===== src/rtl/spi_txo_pkg.sv =====
package spi_txo_pkg;
  localparam logic [1:0] ADDR_CFG  = 2'd0;
  localparam logic [1:0] ADDR_DATA = 2'd1;
  localparam logic [1:0] ADDR_STAT = 2'd2;
  localparam logic [1:0] ADDR_IEN  = 2'd3;

  localparam logic [1:0] MODE_TXO  = 2'b10;

  localparam int NUM_EV = 4;
  localparam int EV_EOT = 0;
  localparam int EV_TXE = 1;
  localparam int EV_RXF = 2;
  localparam int EV_OVF = 3;
endpackage


===== src/rtl/spi_txo_sync.sv =====
module spi_txo_sync #(
  parameter int          N   = 1,
  parameter logic [N-1:0] RST = '0
) (
  input  logic         clk_i,
  input  logic         rst_ni,
  input  logic [N-1:0] async_i,
  output logic [N-1:0] sync_o
);
  for (genvar g = 0; g < N; g++) begin : g_bit
    logic meta_q, sync_q;
    always_ff @(posedge clk_i or negedge rst_ni) begin
      if (!rst_ni) begin
        meta_q <= RST[g];
        sync_q <= RST[g];
      end else begin
        meta_q <= async_i[g];
        sync_q <= meta_q;
      end
    end
    assign sync_o[g] = sync_q;
  end
endmodule


===== src/rtl/spi_txo_fifo.sv =====
module spi_txo_fifo #(
  parameter int DW    = 32,
  parameter int DEPTH = 4,
  localparam int AW   = $clog2(DEPTH),
  localparam int CNTW = $clog2(DEPTH + 1)
) (
  input  logic            clk_i,
  input  logic            rst_ni,
  input  logic            push_i,
  input  logic [DW-1:0]   wdata_i,
  input  logic            pop_i,
  input  logic [CNTW-1:0] cap_i,
  output logic [DW-1:0]   rdata_o,
  output logic [CNTW-1:0] cnt_o,
  output logic            empty_ev_o
);
  logic [DW-1:0]   mem_q [DEPTH];
  logic [AW-1:0]   wr_q, rd_q;
  logic [CNTW-1:0] cnt_q;
  logic            pop_ok, push_ok;

  assign pop_ok     = pop_i && (cnt_q != '0);
  assign push_ok    = push_i && ((cnt_q < cap_i) || pop_ok);
  assign empty_ev_o = pop_ok && !push_ok && (cnt_q == CNTW'(1));
  assign rdata_o    = mem_q[rd_q];
  assign cnt_o      = cnt_q;

  always_ff @(posedge clk_i or negedge rst_ni) begin
    if (!rst_ni) begin
      wr_q  <= '0;
      rd_q  <= '0;
      cnt_q <= '0;
      for (int i = 0; i < DEPTH; i++) mem_q[i] <= '0;
    end else begin
      if (push_ok) begin
        mem_q[wr_q] <= wdata_i;
        wr_q        <= wr_q + 1'b1;
      end
      if (pop_ok) rd_q <= rd_q + 1'b1;
      if (push_ok && !pop_ok)      cnt_q <= cnt_q + 1'b1;
      else if (pop_ok && !push_ok) cnt_q <= cnt_q - 1'b1;
    end
  end
endmodule


===== src/rtl/spi_txo_shifter.sv =====
module spi_txo_shifter #(
  parameter int DW  = 32,
  localparam int CW = $clog2(DW)
) (
  input  logic          clk_i,
  input  logic          rst_ni,
  input  logic          cs_act_i,
  input  logic          cs_fall_i,
  input  logic          sclk_rise_i,
  input  logic          sclk_fall_i,
  input  logic          mosi_i,
  input  logic [CW-1:0] wlen_m1_i,
  input  logic [DW-1:0] tx_word_i,
  input  logic          tx_valid_i,
  output logic          pop_o,
  output logic          done_o,
  output logic [DW-1:0] rx_word_o,
  output logic          miso_o
);
  localparam logic [CW-1:0] TOP  = CW'(DW - 1);
  localparam logic [CW-1:0] LMIN = CW'(3);

  logic [DW-1:0] sr_q, rsr_q, rx_q;
  logic [CW-1:0] bit_q, lw;
  logic          pend_q, fresh_q, done_q, load;
  logic [DW-1:0] mask;

  assign lw     = (wlen_m1_i < LMIN) ? LMIN : wlen_m1_i;
  assign mask   = {DW{1'b1}} >> (TOP - lw);
  // keep an untouched real word across a chip-select gap
  assign load   = (cs_fall_i && !fresh_q) || (cs_act_i && sclk_fall_i && pend_q);
  assign pop_o  = load;
  assign done_o = done_q;
  assign rx_word_o = rx_q;
  assign miso_o = sr_q[DW-1];

  always_ff @(posedge clk_i or negedge rst_ni) begin
    if (!rst_ni) begin
      sr_q    <= '0;
      rsr_q   <= '0;
      rx_q    <= '0;
      bit_q   <= '0;
      pend_q  <= 1'b0;
      fresh_q <= 1'b0;
      done_q  <= 1'b0;
    end else begin
      done_q <= 1'b0;
      if (!cs_act_i) begin
        bit_q  <= '0;
        pend_q <= 1'b0;
      end else if (sclk_rise_i) begin
        rsr_q   <= {rsr_q[DW-2:0], mosi_i};
        fresh_q <= 1'b0;
        if (bit_q == lw) begin
          bit_q  <= '0;
          pend_q <= 1'b1;
          done_q <= 1'b1;
          rx_q   <= {rsr_q[DW-2:0], mosi_i} & mask;
        end else begin
          bit_q <= bit_q + 1'b1;
        end
      end
      if (load) begin
        sr_q    <= tx_valid_i ? (tx_word_i << (TOP - lw)) : '0;
        fresh_q <= tx_valid_i;
        pend_q  <= 1'b0;
      end else if (cs_act_i && sclk_fall_i) begin
        sr_q <= sr_q << 1;
      end
    end
  end
endmodule


===== src/rtl/spi_txo_top.sv =====
module spi_txo_top
  import spi_txo_pkg::*;
#(
  parameter int DW    = 32,
  parameter int DEPTH = 4,
  localparam int CW   = $clog2(DW),
  localparam int CNTW = $clog2(DEPTH + 1)
) (
  input  logic        clk_i,
  input  logic        rst_ni,
  input  logic        reg_we_i,
  input  logic [1:0]  reg_addr_i,
  input  logic [31:0] reg_wdata_i,
  output logic [31:0] reg_rdata_o,
  input  logic        sclk_i,
  input  logic        cs_ni,
  input  logic        mosi_i,
  output logic        miso_o,
  output logic        irq_o
);
  logic [1:0]        mode_q;
  logic              fifo_en_q;
  logic [CW-1:0]     wlen_q;
  logic [NUM_EV-1:0] stat_q, ien_q, ev_set, ev_clr;

  logic [2:0] sync;
  logic       sclk_s, cs_s, mosi_s, sclk_d, cs_d;
  logic       sclk_rise, sclk_fall, cs_fall;

  logic [DW-1:0]   tx_word, rx_word;
  logic [CNTW-1:0] cnt, cap;
  logic            pop, done, empty_ev, push;

  spi_txo_sync #(.N(3), .RST(3'b010)) u_sync (
    .clk_i, .rst_ni,
    .async_i({mosi_i, cs_ni, sclk_i}),
    .sync_o (sync)
  );
  assign {mosi_s, cs_s, sclk_s} = sync;

  always_ff @(posedge clk_i or negedge rst_ni) begin
    if (!rst_ni) begin
      sclk_d <= 1'b0;
      cs_d   <= 1'b1;
    end else begin
      sclk_d <= sclk_s;
      cs_d   <= cs_s;
    end
  end
  assign sclk_rise = sclk_s && !sclk_d;
  assign sclk_fall = !sclk_s && sclk_d;
  assign cs_fall   = !cs_s && cs_d;

  assign push = reg_we_i && (reg_addr_i == ADDR_DATA);
  assign cap  = !fifo_en_q ? CNTW'(1)
              : (mode_q == MODE_TXO) ? CNTW'(DEPTH) : CNTW'(DEPTH / 2);

  spi_txo_fifo #(.DW(DW), .DEPTH(DEPTH)) u_fifo (
    .clk_i, .rst_ni,
    .push_i    (push),
    .wdata_i   (reg_wdata_i[DW-1:0]),
    .pop_i     (pop),
    .cap_i     (cap),
    .rdata_o   (tx_word),
    .cnt_o     (cnt),
    .empty_ev_o(empty_ev)
  );

  spi_txo_shifter #(.DW(DW)) u_shift (
    .clk_i, .rst_ni,
    .cs_act_i   (!cs_s),
    .cs_fall_i  (cs_fall),
    .sclk_rise_i(sclk_rise),
    .sclk_fall_i(sclk_fall),
    .mosi_i     (mosi_s),
    .wlen_m1_i  (wlen_q),
    .tx_word_i  (tx_word),
    .tx_valid_i (cnt != '0),
    .pop_o      (pop),
    .done_o     (done),
    .rx_word_o  (rx_word),
    .miso_o     (miso_o)
  );

  always_comb begin
    ev_set         = '0;
    ev_set[EV_EOT] = done && !fifo_en_q;
    ev_set[EV_TXE] = empty_ev;
    ev_set[EV_RXF] = done && (mode_q != MODE_TXO);
    ev_set[EV_OVF] = done && (mode_q != MODE_TXO) && stat_q[EV_RXF];
    ev_clr = (reg_we_i && reg_addr_i == ADDR_STAT) ? reg_wdata_i[NUM_EV-1:0] : '0;
  end

  always_ff @(posedge clk_i or negedge rst_ni) begin
    if (!rst_ni) begin
      mode_q    <= 2'b00;
      fifo_en_q <= 1'b0;
      wlen_q    <= CW'(7);
      ien_q     <= '0;
      stat_q    <= '0;
    end else begin
      if (reg_we_i && reg_addr_i == ADDR_CFG) begin
        mode_q    <= reg_wdata_i[1:0];
        fifo_en_q <= reg_wdata_i[2];
        wlen_q    <= reg_wdata_i[3 +: CW];
      end
      if (reg_we_i && reg_addr_i == ADDR_IEN) ien_q <= reg_wdata_i[NUM_EV-1:0];
      stat_q <= (stat_q & ~ev_clr) | ev_set; // set beats clear
    end
  end

  assign irq_o = |(stat_q & ien_q);

  always_comb begin
    case (reg_addr_i)
      ADDR_CFG:  reg_rdata_o = 32'({wlen_q, fifo_en_q, mode_q});
      ADDR_DATA: reg_rdata_o = 32'(rx_word);
      ADDR_STAT: reg_rdata_o = 32'(stat_q);
      default:   reg_rdata_o = 32'(ien_q);
    endcase
  end
endmodule


===== config.mk =====
export PLATFORM = sky130hd
export DESIGN_NAME = spi_txo_top
export DESIGN_NICKNAME = d
export VERILOG_FILES = /design/src/rtl/spi_txo_pkg.sv /design/src/rtl/spi_txo_sync.sv /design/src/rtl/spi_txo_fifo.sv /design/src/rtl/spi_txo_shifter.sv /design/src/rtl/spi_txo_top.sv
export SDC_FILE = /design/constraint.sdc
export NUM_CORES = 1
export LEC_CHECK = 0
export BUFFER_PORTS_ARGS = -buffer_cell sky130_fd_sc_hd__buf_2
export CAP_MARGIN = 20
export CELL_PAD_IN_SITES_DETAIL_PLACEMENT = 1
export CELL_PAD_IN_SITES_GLOBAL_PLACEMENT = 1
export CORE_MARGIN = 2
export CORE_UTILIZATION = 50
export CTS_BUF_LIST = sky130_fd_sc_hd__clkbuf_16
export DETAILED_ROUTE_END_ITERATION = 8
export GPL_TIMING_DRIVEN = 0
export PLACE_DENSITY_LB_ADDON = 0.25
export SYNTH_ARGS = -nofsm -noshare
export SYNTH_HDL_FRONTEND = slang
export SYNTH_SLANG_ARGS = --single-unit
export TNS_END_PERCENT = 50

===== constraint.sdc =====
create_clock -name clk_i -period 6.1 [get_ports clk_i]
set_input_delay 0 -clock clk_i [delete_from_list [all_inputs] [get_ports clk_i]]
set_output_delay 0 -clock clk_i [all_outputs]
set_load 0.01 [all_outputs]

Word-level counts from Yosys, hierarchy flattened:

Index checks and enable logic that the tools add are counted.

* bitwise gates (word level): 8
* $add $sub $neg: 6
* reduce and logical (&&, ||, !) cells: 41
* order comparisons: 5
* mux-type cells: 29
* eq/ne operators: 8
* shifts and indexed selects: 2

Operator list (number)
* $mux 32: 6
* $bwmux 128: 1
* $pmux 32 s3: 1
* $bmux 32 s2: 1
* $demux 32 s2: 1
* $and 32x32->32: 1
* $shl 32x5->32: 1
* $shr 32x5->32 const A: 1
* $mux 5: 4
* $logic_and 1x1->1: 19
* $mux 3: 4
* $mux 1: 10
* $reduce_bool 3->1: 3
* $and 4x4->4: 2
* $reduce_bool 2->1: 4
* $logic_not 1->1: 7
* $eq 2x2->1 const B: 3
* $ge 3x3->1 const B: 2
* $not 2->3: 2
* $reduce_and 2->1: 3
* $add 5x1->5 const B: 1
* $eq 5x5->1: 1
* $lt 5x2->1 const B: 1
* $sub 5x5->5 const A: 1
* 17 further kinds: 19

* output and inout port bits: 34
* flip-flop bits (word level): 262

Longest topological paths before layout:

* word-level depth: 12
* gate-level depth with buffers: 12

By module:

From an unflattened synthesis, not the netlist that was laid out.

* cell total of the unflattened synthesis: 1190
* area, all modules: 14277.4 µm²

By module, submodules not included
* spi_txo_fifo: seq. area each 3378.2 µm², instances 1, cells an instance 360, area an instance 6581.3 µm²
* spi_txo_shifter: seq. area each 2577.5 µm², instances 1, cells an instance 726, area an instance 6427.4 µm²
* spi_txo_top: seq. area each 455.4 µm², instances 1, cells an instance 95, area an instance 1093.5 µm²
* spi_txo_sync: seq. area each 152.6 µm², instances 1, cells an instance 9, area an instance 175.2 µm²

Least setup slack after synthesis:

No wires, ideal clock.

* kind: reg2reg
* start point: reg u_fifo.rd_q[1]
* end point: reg u_shift.sr_q[31]
* data arrival time: 2396 ps
* stages on the path, launching flop included: 9
* data required time: 5966 ps
* setup slack: 3570 ps
* cell sequence: dfrtp_1 -> buf_2 -> clkbuf_1 -> mux4_2 -> mux2_4 -> a221o_1 -> mux4_2 -> o2bb2ai_1 -> o22ai_1

* cells in the longest elaborated chain, start to end: 7

RTL lines
* start, declared: RTL line spi_txo_fifo.sv:18 `logic [AW-1:0] wr_q, rd_q;`
* start signal, assigned: RTL line spi_txo_fifo.sv:39 `if (pop_ok) rd_q <= rd_q + 1'b1;`
* $not 2->3 (not written as such): RTL line spi_txo_fifo.sv:25 `assign rdata_o = mem_q[rd_q];`
* $bmux 32 s2: RTL line spi_txo_fifo.sv:25
* $mux 32 (not written as such) (2 in series): RTL line spi_txo_fifo.sv:25
* $shl 32x5->32: RTL line spi_txo_shifter.sv:64 `sr_q <= tx_valid_i ? (tx_word_i << (TOP - lw)) : '0;`
* $mux 32: RTL line spi_txo_shifter.sv:64
* $mux 32: RTL line spi_txo_shifter.sv:63 `if (load) begin`
* end signal, assigned: RTL line spi_txo_shifter.sv:64
* end signal, assigned: RTL line spi_txo_shifter.sv:68 `sr_q <= sr_q << 1;`
* end, declared: RTL line spi_txo_shifter.sv:23 `logic [DW-1:0] sr_q, rsr_q, rx_q;`

Every way passes these cells. The select of a mux whose other input is x is not followed.
A chain may end at the register's enable or synchronous reset.

Worst setup path after layout:

* start point: reg wlen_q[1]
* end point: reg u_shift.sr_q[20]

* cells in the longest elaborated chain, start to end: 6

RTL lines
* start, declared: RTL line spi_txo_top.sv:23 `logic [CW-1:0] wlen_q;`
* start signal, assigned: RTL line spi_txo_top.sv:105 `wlen_q <= reg_wdata_i[3 +: CW];`
* $lt 5x2->1: RTL line spi_txo_shifter.sv:28 `assign lw = (wlen_m1_i < LMIN) ? LMIN : wlen_m1_i;`
* $mux 5 (*): RTL line spi_txo_shifter.sv:28
* $sub 5x5->5 (*): RTL line spi_txo_shifter.sv:64
* $shl 32x5->32 (*): RTL line spi_txo_shifter.sv:64
* $mux 32 (*): RTL line spi_txo_shifter.sv:64
* $mux 32 (*): RTL line spi_txo_shifter.sv:63

Every way passes the cells marked *; elsewhere a longest branch is shown, timed or not.

==> summary.txt <==
Status
  • Status: finished with violations
  • Failing checks: negative hold slack

Synthesis
  • Ys flop type: dfrtp_1
  • Seq/Total Area, Yosys: 48.7%
  • Mapped Avg Cell Area: around 12 sq um
  • Syn Inst Count: 1113
  • Ys Warns: 0
  • Yosys cell types: 74
  • #FFs+latches synth: 262
  • Synth Cell Area: 13500 sq um
  • Async SR Flop Fraction: 100%
  • Post-Syn Nets: 1166
  • Post-synth EDFFs: 0

Route
  • Wirelength, routed: 41.9 mm
  • Post-DRT Antenna Nets: 0
  • Vias after detailed routing: 10300
  • Vias per inst: 6.38
  • DRC Markers: 0
  • DRT iter0 DRCs: 703
  • Post-DR wirelength/cell: ~26 um
  • DRT Pass-1 Iters: 5

Power and ir drop
  • VDD IR max: around 0.3 mV
  • Pwr dens: 467 nW/um^2
  • Sequential share of power: 36.4%
  • Switching part of the total: 36.7%
  • Comb pwr share: between 30 and 40%
  • Leak: 6.99 nW
  • Clock power share: 24.8%
  • Total power: between 7 and 8 mW
  • NetSw: 2.69 mW
  • Internal Power: around 4.6 mW

Clock tree
  • Bufs on Longest Clock Path: 3
  • Htree depth: 1
  • Clk slew on worst S/H paths: 60 ps
  • Clock Sink Count: around 260
  • Post_cts resized: 0
  • CTS tree: built
  • Clock Latency Late Sink: between 500 and 600 ps
  • Inserted Clock Buffers: 29
  • CTS Root Cell: clkbuf_16

Cells and area
  • Non-Filler Instances: 1621
  • Layout cell share with drive strength beyond 1: 29.5%
  • Final Instance Area: 15700 sq um
  • Fill count: 2711
  • Post-layout util: between 50% and 60%
  • Nets@finish: 1311
  • Area grow syn2layout: 16.5%
  • Ant diodes: 0

STA
  • Final setup violation count: 0
  • Slew Viols, Final: 0
  • Worst setup margin: 2700 ps
  • RSZ-0062 raised after global routing: no
  • Worst-margin pin slew: around 950 ps
  • Post-Route Setup TNS: 0 ps
  • Fmax: 294 MHz
  • Final Skew: 25.1 ps
  • Final period util: between 50% and 60%
  • Slew Limit Headroom: 36.7%
  • Tmin final: 3400 ps
  • Final hold slack: -0.520 ps
  • Hold Violations, Final: 1

Die
  • Die W: about 170 um
  • Die Ht: 168 um
  • Core box area: 26700 sq um
  • Initial Util: roughly half
  • Row count: 60
  • Num ports: 74
  • Die area: between 20000 and 30000 sq um

Worst setup path
  • CP endpoint kind: register
  • Crit path from: wlen_q[1]
  • FF-to-FF path depth: 8
  • Worst EP required: 6530 ps
  • Crit start category: register
  • Critical path class: register to register
  • Worst-path fanout max: 10
  • Arrival time worst endpoint: ~3800 ps
  • Critical R2R Launch: wlen_q[1]

GRT
  • Vias in the first global route: 11100
  • Largest net degree at the start of global routing: 108
  • Antenna violations before repair: 1
  • First-pass GRT wire length: 66.4 mm
  • Tot GR Track Use: between 30% and 40%
  • GRT Residual Overflow: 0

Worst hold path
  • Hold WC Path Type: primary input to asynchronous set/reset pin

Placed design
  • Post-DP HPWL: 29.1 mm
  • Dpl cell area: roughly 14000 sq um
  • Routability cong.: 0.987
  • Placed cell count: about 1500
  • Dpl ws: 2760 ps
  • PortBufs: 73

Flow run
  • Max-cap violations: 0
-- cell families (layout without fill, tap and decap cells) --
kind of cell | count (synthesis) | count (layout) | synth area share [%]
adders and majority gates | 13 | 13 | 1.21
muxes | 267 | 267 | 26.1
xor gates and xnor gates | 11 | 11 | 0.714
and+or+nand+nor | 228 | 228 | 8.99
AOI/OAI and AO/OA | 206 | 206 | 10.4
DFF | 262 | 262 | 48.7
buffers and inverters | 126 | 293 | 3.89
-- cells in the final DEF (no fill, tap or decap), drive strengths merged, types with 7 or more instances in the layout --
master	synthesis	routed
buf	35	110
o21ai	78	78
inv	39	45
nand3	35	35
a21oi	13	13
mux2i	31	31
nand2b	9	9
clkbuf	50	79
a31oi	7	7
nand4	39	39
ha	13	13
dlygate4sd3	0	39
mux4	49	49
and3	8	8
and2	28	28
nand2	42	42
nor3	9	9
nor2	32	32
a22oi	23	23
mux2	187	187
clkinv	2	12
dfrtp	256	256
o211ai	16	16
or3	7	7
xnor2	9	9
-- cells in the mapped netlist, types with 6 or more instances --
cell / n / share of area, %
and2_1: 28 / 1.3
a22oi_1: 23 / 1.3
dfstp_2: 6 / 1.2
nor2_1: 32 / 0.89
ha_1: 13 / 1.2
clkbuf_1: 50 / 1.4
or3_1: 7 / 0.32
nand3_1: 35 / 1.3
inv_1: 38 / 1.1
mux2_2: 176 / 15
a21oi_1: 12 / 0.45
mux4_2: 49 / 8.2
mux2_1: 10 / 0.83
o21ai_0: 74 / 2.7
nand4_1: 39 / 1.8
dfrtp_1: 256 / 47
a31oi_1: 7 / 0.32
buf_2: 23 / 0.85
xnor2_1: 9 / 0.58
nand2b_1: 9 / 0.42
buf_1: 8 / 0.22
and3_1: 8 / 0.37
a22o_1: 6 / 0.39
nand2_1: 42 / 1.2
o211ai_1: 16 / 0.89
nor3_1: 9 / 0.33
mux2i_1: 31 / 2.3
-- critical path, stage by stage, from the launching register on --
cell,delay [ps]
dfstp_2,510
buf_2,240
buf_1,520
clkbuf_1,520
nor3_1,220
a222oi_1,550
mux2i_1,250
a222oi_1,340
o21ai_1,100
-- cell type report --
| class | count | area (sq um) | area share (%) |
|---|---|---|---|
| tap | 341 | 427 | 2.72 |
| clock inverter | 24 | 250 | 1.59 |
| clock buffer | 29 | 726 | 4.62 |
| multi-input combinational | 725 | 6400 | 40.7 |
| timing repair buffer | 114 | 821 | 5.22 |
| buffer | 85 | 370 | 2.36 |
| sequential | 262 | 6560 | 41.8 |
| inverter | 41 | 154 | 0.980 |
-- final timing paths --
| path | slack [ps] | to |
|---|---|---|
| worst max-delay path | 2700 | u_shift.sr_q[20] |
| min in group clk_i | 0 | wlen_q[0] |
| worst min-delay path | -0.5 | u_shift.rx_word_o[15] |
| worst min register to register | 350 | u_sync.g_bit[0].sync_q |
| worst max register to register | 2700 | u_shift.sr_q[20] |
| max in group asynchronous | 5150 | u_fifo.mem_q[73] |
-- power groups by stage --
stage	combinational (mW)	clock, mW	sequential (mW)
finish	2.84	1.82	2.67
global placement	2.65	0	2.62
CTS	2.80	1.84	2.66
floorplan	1.94	0	2.53
detailed placement	2.74	0	2.67
global route	3.02	1.91	2.73
-- repair_timing --
item	4_1_cts	5_1_grt
setup buffers	0	0
hold endpoints to repair	336	0
hold buffers	39	0
-- metal layers --
metal / global-route usage [%] / part of all wire, % / vias up
met4: 9.78 / 3.1 / 2
met3: 4.11 / 5.0 / 96
met5: 0 / 0.031 / -
li1: - / - / 4461
met2: 51.6 / 50 / 361
met1: 40.1 / 42 / 5420
-- flip-flops by register name (all words and copies together), names as in the netlist, 3 cells and up --
register	flops
u_shift.rsr_q	31
stat_q	4
u_shift.bit_q	5
u_fifo.mem_q	128
u_sync.g_bit.meta_q	3
u_sync.g_bit.sync_q	3
u_shift.rx_word_o	32
ien_q	4
u_shift.sr_q	32
wlen_q	5
u_fifo.cnt_o	3
Power figures use the tool's default switching activity.
